## config.mk

```make
export PLATFORM = sky130hd
export DESIGN_NAME = pwm_burst_gen
export DESIGN_NICKNAME = d
export VERILOG_FILES = /design/src/rtl/pwm_burst_pkg.sv /design/src/rtl/pwm_burst_regs.sv /design/src/rtl/pwm_burst_counter.sv /design/src/rtl/pwm_burst_outstage.sv /design/src/rtl/pwm_burst_gen.sv
export SDC_FILE = /design/constraint.sdc
export NUM_CORES = 1
export LEC_CHECK = 0
export BUFFER_PORTS_ARGS = -buffer_cell sky130_fd_sc_hd__buf_2
export CORE_ASPECT_RATIO = 0.5
export CORE_MARGIN = 2
export CORE_UTILIZATION = 64
export CTS_BUF_LIST = sky130_fd_sc_hd__clkbuf_16
export CTS_CLUSTER_SIZE = 8
export DETAILED_ROUTE_END_ITERATION = 6
export PLACE_DENSITY = 0.95
export RECOVER_POWER = 50
export SYNTH_ARGS = -nofsm -noshare
export SYNTH_HDL_FRONTEND = slang
export SYNTH_SLANG_ARGS = --single-unit
```

## constraint.sdc

```tcl
create_clock -name clk -period 7.45 [get_ports clk]
set_clock_uncertainty 0.2 [all_clocks]
set_input_delay 0.745 -clock clk [delete_from_list [all_inputs] [get_ports clk]]
set_output_delay 0.745 -clock clk [all_outputs]
set_load 0.02 [all_outputs]
```

## src/rtl/pwm_burst_pkg.sv

```systemverilog
package pwm_burst_pkg;

   typedef enum logic [0:0] {
      CMP_DIRECT = 1'b0,
      CMP_SHADOW = 1'b1
   } cmp_mode_e;

   typedef struct packed {
      logic run;
      logic upd;
   } tick_s;

   function automatic bit width_ok(input int w);
      return (w >= 2) && (w <= 64);
   endfunction

endpackage

```

## src/rtl/pwm_burst_regs.sv

```systemverilog
module pwm_burst_regs
   import pwm_burst_pkg::*;
#(
   parameter int WIDTH       = 32,
   parameter bit ARR_PRELOAD = 1'b1
) (
   input  logic             clk,
   input  logic             rst_n,
   input  cmp_mode_e        mode,
   input  logic             upd,
   input  logic             cmp_wr,
   input  logic [WIDTH-1:0] cmp_wdata,
   input  logic             arr_wr,
   input  logic [WIDTH-1:0] arr_wdata,
   output logic [WIDTH-1:0] cmp_act,
   output logic [WIDTH-1:0] arr_act
);

   localparam logic [WIDTH-1:0] ZERO = '0;

   logic [WIDTH-1:0] cmp_sh;

   initial begin
      if (!width_ok(WIDTH)) $error("pwm_burst_regs: WIDTH out of range");
   end

   always_ff @(posedge clk or negedge rst_n) begin
      if (!rst_n) begin
         cmp_sh <= ZERO;
      end else if (cmp_wr) begin
         cmp_sh <= cmp_wdata;
      end
   end

   always_ff @(posedge clk or negedge rst_n) begin
      if (!rst_n) begin
         cmp_act <= ZERO;
      end else if (cmp_wr && (mode == CMP_DIRECT)) begin
         cmp_act <= cmp_wdata;
      end else if (upd) begin
         cmp_act <= cmp_sh;
      end
   end

   generate
      if (ARR_PRELOAD) begin : g_arr_shadow
         logic [WIDTH-1:0] arr_sh;
         always_ff @(posedge clk or negedge rst_n) begin
            if (!rst_n) begin
               arr_sh  <= ZERO;
               arr_act <= ZERO;
            end else begin
               if (arr_wr) arr_sh <= arr_wdata;
               if (upd)    arr_act <= arr_sh;
            end
         end
      end else begin : g_arr_direct
         always_ff @(posedge clk or negedge rst_n) begin
            if (!rst_n) begin
               arr_act <= ZERO;
            end else if (arr_wr) begin
               arr_act <= arr_wdata;
            end
         end
      end
   endgenerate

   // in shadow mode the active compare only moves at an update event
   p_shadow_hold_r3: assert property (@(posedge clk) disable iff (!rst_n)
      ($past(mode) == CMP_SHADOW) && !$past(upd) |-> $stable(cmp_act));

endmodule

```

## src/rtl/pwm_burst_counter.sv

```systemverilog
module pwm_burst_counter
   import pwm_burst_pkg::*;
#(
   parameter int WIDTH = 32
) (
   input  logic             clk,
   input  logic             rst_n,
   input  logic             enable,
   input  logic [WIDTH-1:0] arr_act,
   output logic [WIDTH-1:0] cnt,
   output tick_s            tick,
   output logic             req
);

   localparam logic [WIDTH-1:0] ONE = {{(WIDTH-1){1'b0}}, 1'b1};

   logic run_q;

   initial begin
      if (!width_ok(WIDTH)) $error("pwm_burst_counter: WIDTH out of range");
   end

   // update on start-up or when the count reaches (or passes) the limit
   always_comb begin
      tick.run = run_q;
      tick.upd = enable & (~run_q | (cnt >= arr_act));
   end

   always_ff @(posedge clk or negedge rst_n) begin
      if (!rst_n) begin
         cnt   <= '0;
         run_q <= 1'b0;
         req   <= 1'b0;
      end else if (!enable) begin
         cnt   <= '0;
         run_q <= 1'b0;
         req   <= 1'b0;
      end else begin
         run_q <= 1'b1;
         req   <= tick.upd;
         cnt   <= tick.upd ? '0 : cnt + ONE;
      end
   end

   // the count either steps by one or returns to zero
   p_step_or_wrap_r1: assert property (@(posedge clk) disable iff (!rst_n)
      run_q && $past(run_q) |-> (cnt == $past(cnt) + ONE) || (cnt == '0));

   // the request marks the first cycle of a period
   p_req_at_zero_r6: assert property (@(posedge clk) disable iff (!rst_n)
      req |-> (cnt == '0) && run_q);

   // a low enable leaves the channel idle on the next cycle
   p_idle_r10: assert property (@(posedge clk) disable iff (!rst_n)
      !enable |=> !run_q && (cnt == '0) && !req);

   // the first enabled edge starts a period with a request
   p_start_r11: assert property (@(posedge clk) disable iff (!rst_n)
      enable && !run_q |=> req && run_q);

endmodule

```

## src/rtl/pwm_burst_outstage.sv

```systemverilog
module pwm_burst_outstage #(
   parameter int WIDTH = 32
) (
   input  logic             run,
   input  logic [WIDTH-1:0] cnt,
   input  logic [WIDTH-1:0] cmp_act,
   output logic             pwm
);

   always_comb begin
      pwm = run & (cnt < cmp_act);
   end

endmodule

```

## src/rtl/pwm_burst_gen.sv

```systemverilog
module pwm_burst_gen
   import pwm_burst_pkg::*;
#(
   parameter int WIDTH       = 32,
   parameter bit ARR_PRELOAD = 1'b1
) (
   input  logic             clk,
   input  logic             rst_n,
   input  logic             enable,
   input  logic             cmp_preload,
   input  logic             cmp_wr,
   input  logic [WIDTH-1:0] cmp_wdata,
   input  logic             arr_wr,
   input  logic [WIDTH-1:0] arr_wdata,
   output logic             pwm_out,
   output logic             data_req
);

   logic [WIDTH-1:0] cmp_act;
   logic [WIDTH-1:0] arr_act;
   logic [WIDTH-1:0] cnt;
   tick_s            tick;
   cmp_mode_e        mode;

   assign mode = cmp_preload ? CMP_SHADOW : CMP_DIRECT;

   pwm_burst_regs #(.WIDTH(WIDTH), .ARR_PRELOAD(ARR_PRELOAD)) u_regs (
      .clk       (clk),
      .rst_n     (rst_n),
      .mode      (mode),
      .upd       (tick.upd),
      .cmp_wr    (cmp_wr),
      .cmp_wdata (cmp_wdata),
      .arr_wr    (arr_wr),
      .arr_wdata (arr_wdata),
      .cmp_act   (cmp_act),
      .arr_act   (arr_act)
   );

   pwm_burst_counter #(.WIDTH(WIDTH)) u_cnt (
      .clk     (clk),
      .rst_n   (rst_n),
      .enable  (enable),
      .arr_act (arr_act),
      .cnt     (cnt),
      .tick    (tick),
      .req     (data_req)
   );

   pwm_burst_outstage #(.WIDTH(WIDTH)) u_out (
      .run     (tick.run),
      .cnt     (cnt),
      .cmp_act (cmp_act),
      .pwm     (pwm_out)
   );

   // a zero compare word never lets the line go high
   p_zero_low_r7: assert property (@(posedge clk) disable iff (!rst_n)
      (cmp_act == '0) |-> !pwm_out);

endmodule

```

# Word level (Yosys, flattened, before mapping)
# Cells that the tools add are included.
totals:
  ff_bits: 162
  inputBits: 70
  out_inout_bits: 2
  word_cells: 24
classes:
  addsub: 1
  magnitude_cmp: 2
  muxes: 7
  bitwise_logic: 5
  reduce_logical: 2
op_table:
  columns: ["operator", "count"]
  rows:
  - ["$mux 32", 4]
  - ["$add 32x1->32 const B", 1]
  - ["$ge 32x32->1", 1]
  - ["$lt 32x32->1", 1]
  - ["$mux 1", 3]
  - ["$and 1x1->1", 2]
  - ["$not 1->1", 2]
  - ["$reduce_bool 2->1", 1]
  - ["$logic_and 1x1->1", 1]
  - ["$or 1x1->1", 1]

# Longest topological paths before layout
# Gate-level depths: netlist of the first run.
depth:
  word_depth: 5
  mapped_depth: 11
  ltp_nobuf: 9

# Cells and area by module
# Synthesis of the first run repeated with hierarchy kept, for this count alone.
unflattened:
  cells_unflattened: 701
  area_unflattened_um2: 8932.3
modules_own_cells:
  columns: ["module", "n_inst", "cells_each", "area_each_um2", "seq_area_each_um2"]
  rows:
  - ["pwm_burst_regs", 1, 308, 5353.9, 3203.1]
  - ["pwm_burst_counter", 1, 282, 2793.9, 850.8]
  - ["pwm_burst_outstage", 1, 111, 784.5, 0.0]

# Worst setup path after synthesis of the first run
# No wires, ideal clock.
synth_timing:
  path_kind: "register to output"
  startpoint: "reg u_cnt.cnt[25]"
  endpoint: "out pwm_out"
  t_arrival_ns: 2.068
  required_time_ns: 6.505
  setup_slack_ns: 4.437
  stages_incl_launch_ff: 9
  n_path_buf: 0
  path_cell_list: "dfrtp_1 > ha_1 > a21o_1 > a21o_1 > a21oi_1 > nor2_1 > a2111oi_0 > o21ai_0 > nor3_1"
synth_between:
  elab_chain_len: 2
synth_rtl:
  columns: ["item", "line_no", "source"]
  rows:
  - ["from (decl)", "pwm_burst_counter.sv:10", "output logic [WIDTH-1:0] cnt,"]
  - ["from (signal assigned)", "pwm_burst_counter.sv:41", "cnt <= tick.upd ? '0 : cnt + ONE;"]
  - ["$lt 32x32->1", "pwm_burst_outstage.sv:11", "pwm = run & (cnt < cmp_act);"]
  - ["$and 1x1->1", "pwm_burst_outstage.sv:11", null]
  - ["to (decl)", "pwm_burst_gen.sv:15", "output logic pwm_out,"]
# Every way passes these cells.

==> metrics.md, run 1 <==
| Metric | Value |
|---|---|
| Post-synth top area share | 0.497 |
| Seq/Total Area, Yosys | 0.497 |
| Rows | 29 |
| Final setup fails | 0 |
| Drt drc | 0 |
| # Post-CTS Setup Buffers | 0 |
| Reg clk slew, reported paths | 0.07 ns |
| Power Density | 241 nW/um^2 |
| Dpl hpwl | 11600 um |
| GRT Util Overall | 0.315 |
| Pleak | 4.55 nW |
| Maximum buffer depth of the clock tree | 2 |
| Die ar. | 13700 um^2 |
| Min-delay worst type | in -> async |
| Synthesized area per cell | 11.3 um^2 |
| Largest net degree at the start of global routing | 95 |
| Clk_lat worst skew | 0.43 ns |
| Synth-to-layout area growth | 12.6% |
| Layout cells sized above 1 | 0.223 |
| CP Launch Type | input port |
| Setup total negative slack | 0 ns |
| Gr ovfl total | 0 |
| Starting DRT DRC Count | 682 |
| Vias in the first global route | 6668 |
| Starting Density | 0.649 |
| Synth cell types | 42 |
| I/O Buffers | 71 |
| Fillers | 673 |
| DR pass1 iterations | 6 |
| Final hold vios | 0 |
| Post-layout util | 0.731 |
| Initial antenna violation count | 0 |
| Post_cts resized | 0 |
| Final worst-path cycle share | 0.601 |
| Maximum VDD drop | 0.000163 V |
| # diodes | 0 |
| Failing checks | max-capacitance violations, max-slew violations |
| CTS Root Cell | clkbuf_16 |
| Cells after synthesis | 722 |
| Final ANT Viol Nets | 0 |
| Via count | 6119 |
| CTS Hold Bufs | 0 |
| Max_slew headroom | -1.41 |
| Main synth FF type | dfrtp_1 |
| Final WL | 20000 um |
| Arrival @ worst endpoint | 3.99 ns |
| Num CTS Buffers | 17 |
| Multi-input gate area | 3680 um^2 |
| Die span in y | 83.8 um |
| IO Pins | 72 |
| Slew Limit Fails | 137 |
| Crit Path Max Fanout | 94 |
| Max_cap viols | 3 |
| Wirelength per Cell | 20.6 um |
| Largest cells by area after synthesis | dfrtp_1, mux2_2, ha_1 |
| FF/Latch Area | 4050 um^2 |
| Via density | 6.30 |
| Status | finished, violations left |
| Critical Path RT | 6.96 ns |
| Synthesized area | 8150 um^2 |
| Htree depth | 4 |
| Post-Syn Nets | 856 |
| Delay-heaviest family, CP | buffers and inverters |
| TritonCTS clock tree | done |
| Clock Sinks | 162 |
| Fmax | 223 MHz |
| Die X-Extent | 164 um |
| Synth Warn # | 0 |
| Highest-delay cell along the critical path | clkbuf_1 |
| Core area | 12600 um^2 |
| Most area-hungry cell type in the Yosys netlist | dfrtp_1 |
| Synth Register Bits | 162 |
| Number of enable flip-flop cells after synthesis | 0 |
| First-pass GRT wire length | 33400 um |
| Kind of critical path | in -> async |
| GPL Wtd Cong | 0.841 |
| Nets | 923 |
| Critical-path cell list | buf_6, clkbuf_1 |
| Setup crit end kind | async pin |
| Period minus WS final | 4.48 ns |
| CP Buf/Inv Count | 2 |
| Async S/R FF share, synth | 1.00 |
| RSZ-0062 raised after global routing | false |
| Critical Path Max Stage Delay | 2.61 ns |
| Slew at the pin closest to its max-slew limit | 3.62 ns |
[cell type report]
type / instances / share of cell area
flip-flops and latches: 162 / 0.442
multi-input cells: 462 / 0.401
well taps: 170 / 0.0232
inverters: 72 / 0.0294
clock inverters: 15 / 0.0173
clock buffers: 17 / 0.0464
repair buffers: 74 / 0.0409
[stage by stage]
stage	total power, mW	worst slack [ns]	area (um^2)	hold slack (ns)	std cells
after floorplan	1.22	4.44	8150	0.249	722
after detailed placement	1.32	4.33	8600	0.273	940
after global placement	1.29	4.36	8600	0.263	940
final	2.21	2.97	9180	0.164	972
after global routing	2.29	1.96	9180	0.255	972
after CTS	2.21	3.74	9190	0.221	972
[path summary, 6_finish.rpt]
| path | from | endpoint | slack [ns] | cells after the start |
|---|---|---|---|---|
| min in group clk | u_regs.g_arr_shadow.arr_sh[24]$_DFFE_PN0P_ | u_regs.arr_act[24]$_DFFE_PN0P_ | 0.29 | 1 |
| max reg2reg | u_cnt.cnt[0]$_DFF_PN0_ | u_cnt.cnt[14]$_DFF_PN0_ | 3.85 | 9 |
| max | rst_n | u_regs.cmp_sh[5]$_DFFE_PN0P_ | 2.97 | 2 |
| min | rst_n | u_regs.cmp_sh[27]$_DFFE_PN0P_ | 0.16 | 1 |
| max in group clk | cmp_wr | u_regs.cmp_act[10]$_DFFE_PN0P_ | 3.67 | 4 |
| min reg2reg | u_regs.g_arr_shadow.arr_sh[24]$_DFFE_PN0P_ | u_regs.arr_act[24]$_DFFE_PN0P_ | 0.29 | 1 |
[sequential cells by signal, summed over array words and instances, names as in the netlist]
| register | count |
|---|---|
| u_cnt.cnt | 32 |
| u_cnt.req | 1 |
| u_cnt.run_q | 1 |
| u_regs.arr_act | 32 |
| u_regs.cmp_act | 32 |
| u_regs.cmp_sh | 32 |
| u_regs.g_arr_shadow.arr_sh | 32 |
[routing by layer]
layer / vias to the layer above / wire, um / track usage
met1: 2950 / 7510 / 0.381
met5: - / 0 / 0
met2: 403 / 9690 / 0.513
li1: 2620 / - / -
met3: 146 / 1610 / 0.0755
met4: 0 / 1210 / 0.199
[cell usage in the layout, fill, tap and decap left out, drive strengths merged, types with 2 or more instances in the layout]
master    instances
mux2             96
inv              76
nor2b             5
a22oi             2
o21ai            12
a21o              2
and3              7
a2111oi           3
nor3              5
o211ai            2
clkinv            4
clkinvlp          5
and2              2
dfrtp           162
nand4            20
xnor2            10
xor2             20
and4              3
nor2             74
a21oi            53
ha               64
a21boi            2
buf              69
bufinv            2
mux2i            32
nand3            16
a211oi            3
clkbuf           22
nand2b            3
nand2            17
[where the power goes]
part	internal (mW)	total [mW]	leakage (nW)	switching, mW
Clock	0.496	0.880	0.270	0.384
Sequential	0.976	1.04	1.96	0.0593
Combinational	0.136	0.299	2.33	0.163
Total	1.61	2.21	4.55	0.606
[cells in the mapped netlist, types with 15 or more instances]
master and instances:
xor2_1 20, ha_1 64, clkbuf_1 15, mux2_1 17, nand3_1 16, mux2_2 79, a21oi_1 53, dfrtp_1 162
nand2_1 17, nand4_1 20, nor2_1 74, mux2i_1 32, inv_1 72
[kinds of logic (layout without fill, tap and decap cells)]
logic type | Yosys count | count (layout) | synth area share
compound gates | 85 | 85 | 0.0598
xor+xnor | 30 | 30 | 0.0322
fa+ha+maj | 64 | 64 | 0.0982
buf+inv | 98 | 178 | 0.0517
flops | 162 | 162 | 0.497
mux | 128 | 128 | 0.172
simple gates | 155 | 155 | 0.0890
No activity file was read; power rests on OpenSTA's default activity.
==> run 2: changes to the inputs <==
- CORE_UTILIZATION: 64 -> 54
- PLACE_DENSITY: 0.95 -> 0.87
- clock period: 7.45 -> 4 ns (I/O delays scaled with it)
==> run 2 against run 1 <==
  * The run still ends with max-capacitance violations, max-slew violations left
  * Utilization down 9.3 points
  * Largest power group unchanged
  * Via count down 7.3%
  * Largest cell class unchanged
  * Cell count is 3.6% higher
==> metrics.md, run 2 (synthesized netlist as in run 1, its figures left out) <==
| Metric | Value |
|---|---|
| Fmax | 300 MHz |
| R2R depth | 9 |
| TritonCTS clock tree | done |
| Critical Path Max Stage Delay | 1.37 ns |
| RSZ-0062 raised after global routing | false |
| Drt drc | 0 |
| Layout cells sized above 1 | 0.220 |
| Status | finished, violations left |
| First-pass GRT wire length | 29000 um |
| Final setup fails | 0 |
| Dpl hpwl | 11300 um |
| Final worst-path cycle share | 0.832 |
| Via count | 5675 |
| Maximum VDD drop | 0.000348 V |
| Min-delay worst type | in -> reg |
| Slew at the pin closest to its max-slew limit | 2.58 ns |
| CTS Root Cell | clkbuf_16 |
| GRT Util Overall | 0.228 |
| Commonest cells after routing, fill and taps aside | dfrtp_1, mux2_2, nor2_1, inv_1, buf_2 |
| Pleak | 4.61 nW |
| Kind of critical path | in -> reg |
| Placed cell areas | 8650 um^2 |
| Die span in y | 90.9 um |
| Critical Path RT | 4.05 ns |
| Final Instance Area | 9330 um^2 |
| Htree depth | 4 |
| Power Density | 447 nW/um^2 |
| CP Launch Type | input port |
| Num CTS Buffers | 17 |
| RR Startpoint | u_cnt.cnt[0]$_DFF_PN0_ |
| Core area | 14600 um^2 |
| Clock Sinks | 162 |
| Reg2Reg Setup Slack | 0.73 ns |
| Gr ovfl total | 0 |
| Setup total negative slack | 0 ns |
| DR pass1 iterations | 5 |
| Via density | 5.64 |
| Clk_lat worst skew | 0.42 ns |
| Final hold vios | 0 |
| Period minus WS final | 3.33 ns |
| Critical path origin | cmp_wr |
| Fillers | 993 |
| I/O Buffers | 71 |
| Crit Path Max Fanout | 64 |
| # diodes | 0 |
| Maximum buffer depth of the clock tree | 2 |
| Critical-path cell list | clkbuf_1, nand2b_2, nor2_1, a21oi_1 |
| Final ANT Viol Nets | 0 |
| Setup crit end kind | flip-flop |
| Final WL | 17100 um |
| Rows | 31 |
| Starting Density | 0.558 |
| Reg clk slew, reported paths | 0.06 ns |
| Slew Limit Fails | 171 |
| Crit path to | u_regs.cmp_act[3]$_DFFE_PN0P_ |
| Most common library cell in the layout ignoring fill and taps | dfrtp_1 |
| Nets | 931 |
| Die X-Extent | 178 um |
| Starting DRT DRC Count | 435 |
| Max_cap viols | 3 |
| Failing checks | max-capacitance violations, max-slew violations |
| Highest-delay cell along the critical path | clkbuf_1 |
| Worst r2r dst | u_cnt.cnt[4]$_DFF_PN0_ |
| Die ar. | 16200 um^2 |
| Post-layout util | 0.638 |
| Vias in the first global route | 6079 |
| GPL Wtd Cong | 0.818 |
| IO Pins | 72 |
| Largest net degree at the start of global routing | 105 |
| Post_cts resized | 0 |
| Max_slew headroom | -0.721 |
| Arrival @ worst endpoint | 3.38 ns |
| Initial antenna violation count | 0 |
| Wirelength per Cell | 17.0 um |
| Synth-to-layout area growth | 14.4% |
run 2: cell count changes in the layout (fill, tap and decap cells not counted), sizes merged:
cell / before / now
bufinv: 2 / 4
inv: 76 / 75
clkinvlp: 5 / 2
dlygate4sd3: 0 / 8
clkinv: 4 / 5
run 2: final cells by class:
cell class / count / area, um^2 / share of cell area
well taps: 198 / 248 / 0.0266
multi-input cells: 462 / 3680 / 0.395
inverters: 72 / 270 / 0.0290
clock buffers: 17 / 425 / 0.0456
flip-flops and latches: 162 / 4050 / 0.434
clock inverters: 14 / 186 / 0.0200
repair buffers: 82 / 465 / 0.0499
run 2: metrics by stage:
stage               hold WS [ns]  setup WS (ns)  std cells  total power [mW]
floorplan                -0.0956           1.33        722              2.28
global placement           0.268           1.08        968              2.41
detailed placement         0.273          0.909        968              2.46
CTS                     0.000841          0.710       1007              4.18
global route            0.000311          0.238       1007              4.34
finish                   0.00519          0.671       1007              4.17
run 2: what timing repair did:
action                    4_1_cts  5_1_grt
buffers inserted                0        0
hold endpoints to repair      110        0
hold buffers                    8        0
run 2: power breakdown:
| part | switching [mW] | total [mW] | internal (mW) | leakage, nW |
|---|---|---|---|---|
| combinational | 0.278 | 0.534 | 0.256 | 2.37 |
| clock | 0.673 | 1.71 | 1.04 | 0.293 |
| sequential | 0.103 | 1.92 | 1.82 | 1.96 |
run 2: worst max-delay path, delay by kind of cell:
kind / cells / cell delay (ns)
compound gates: 1 / 0.08
buf+inv: 1 / 1.37
simple gates: 2 / 1.51
run 2: worst min path at each step:
stage                                               startpoint                                          to  depth (start not counted)
finish                                           arr_wdata[27]  u_regs.g_arr_shadow.arr_sh[27]$_DFFE_PN0P_                          2
global route                                     arr_wdata[27]  u_regs.g_arr_shadow.arr_sh[27]$_DFFE_PN0P_                          2
CTS                                              arr_wdata[27]  u_regs.g_arr_shadow.arr_sh[27]$_DFFE_PN0P_                          2
detailed placement  u_regs.g_arr_shadow.arr_sh[20]$_DFFE_PN0P_              u_regs.arr_act[20]$_DFFE_PN0P_                          1
global placement    u_regs.g_arr_shadow.arr_sh[13]$_DFFE_PN0P_              u_regs.arr_act[13]$_DFFE_PN0P_                          1
floorplan                                                rst_n                      u_cnt.cnt[0]$_DFF_PN0_                          0
run 2: per-layer routing:
layer / up-vias / part of all wire / global-route usage
met5: - / 0 / 0
met4: 0 / 0.019 / 0.0745
met3: 39 / 0.047 / 0.0581
met2: 159 / 0.52 / 0.399
met1: 2832 / 0.42 / 0.275
li1: 2645 / - / -
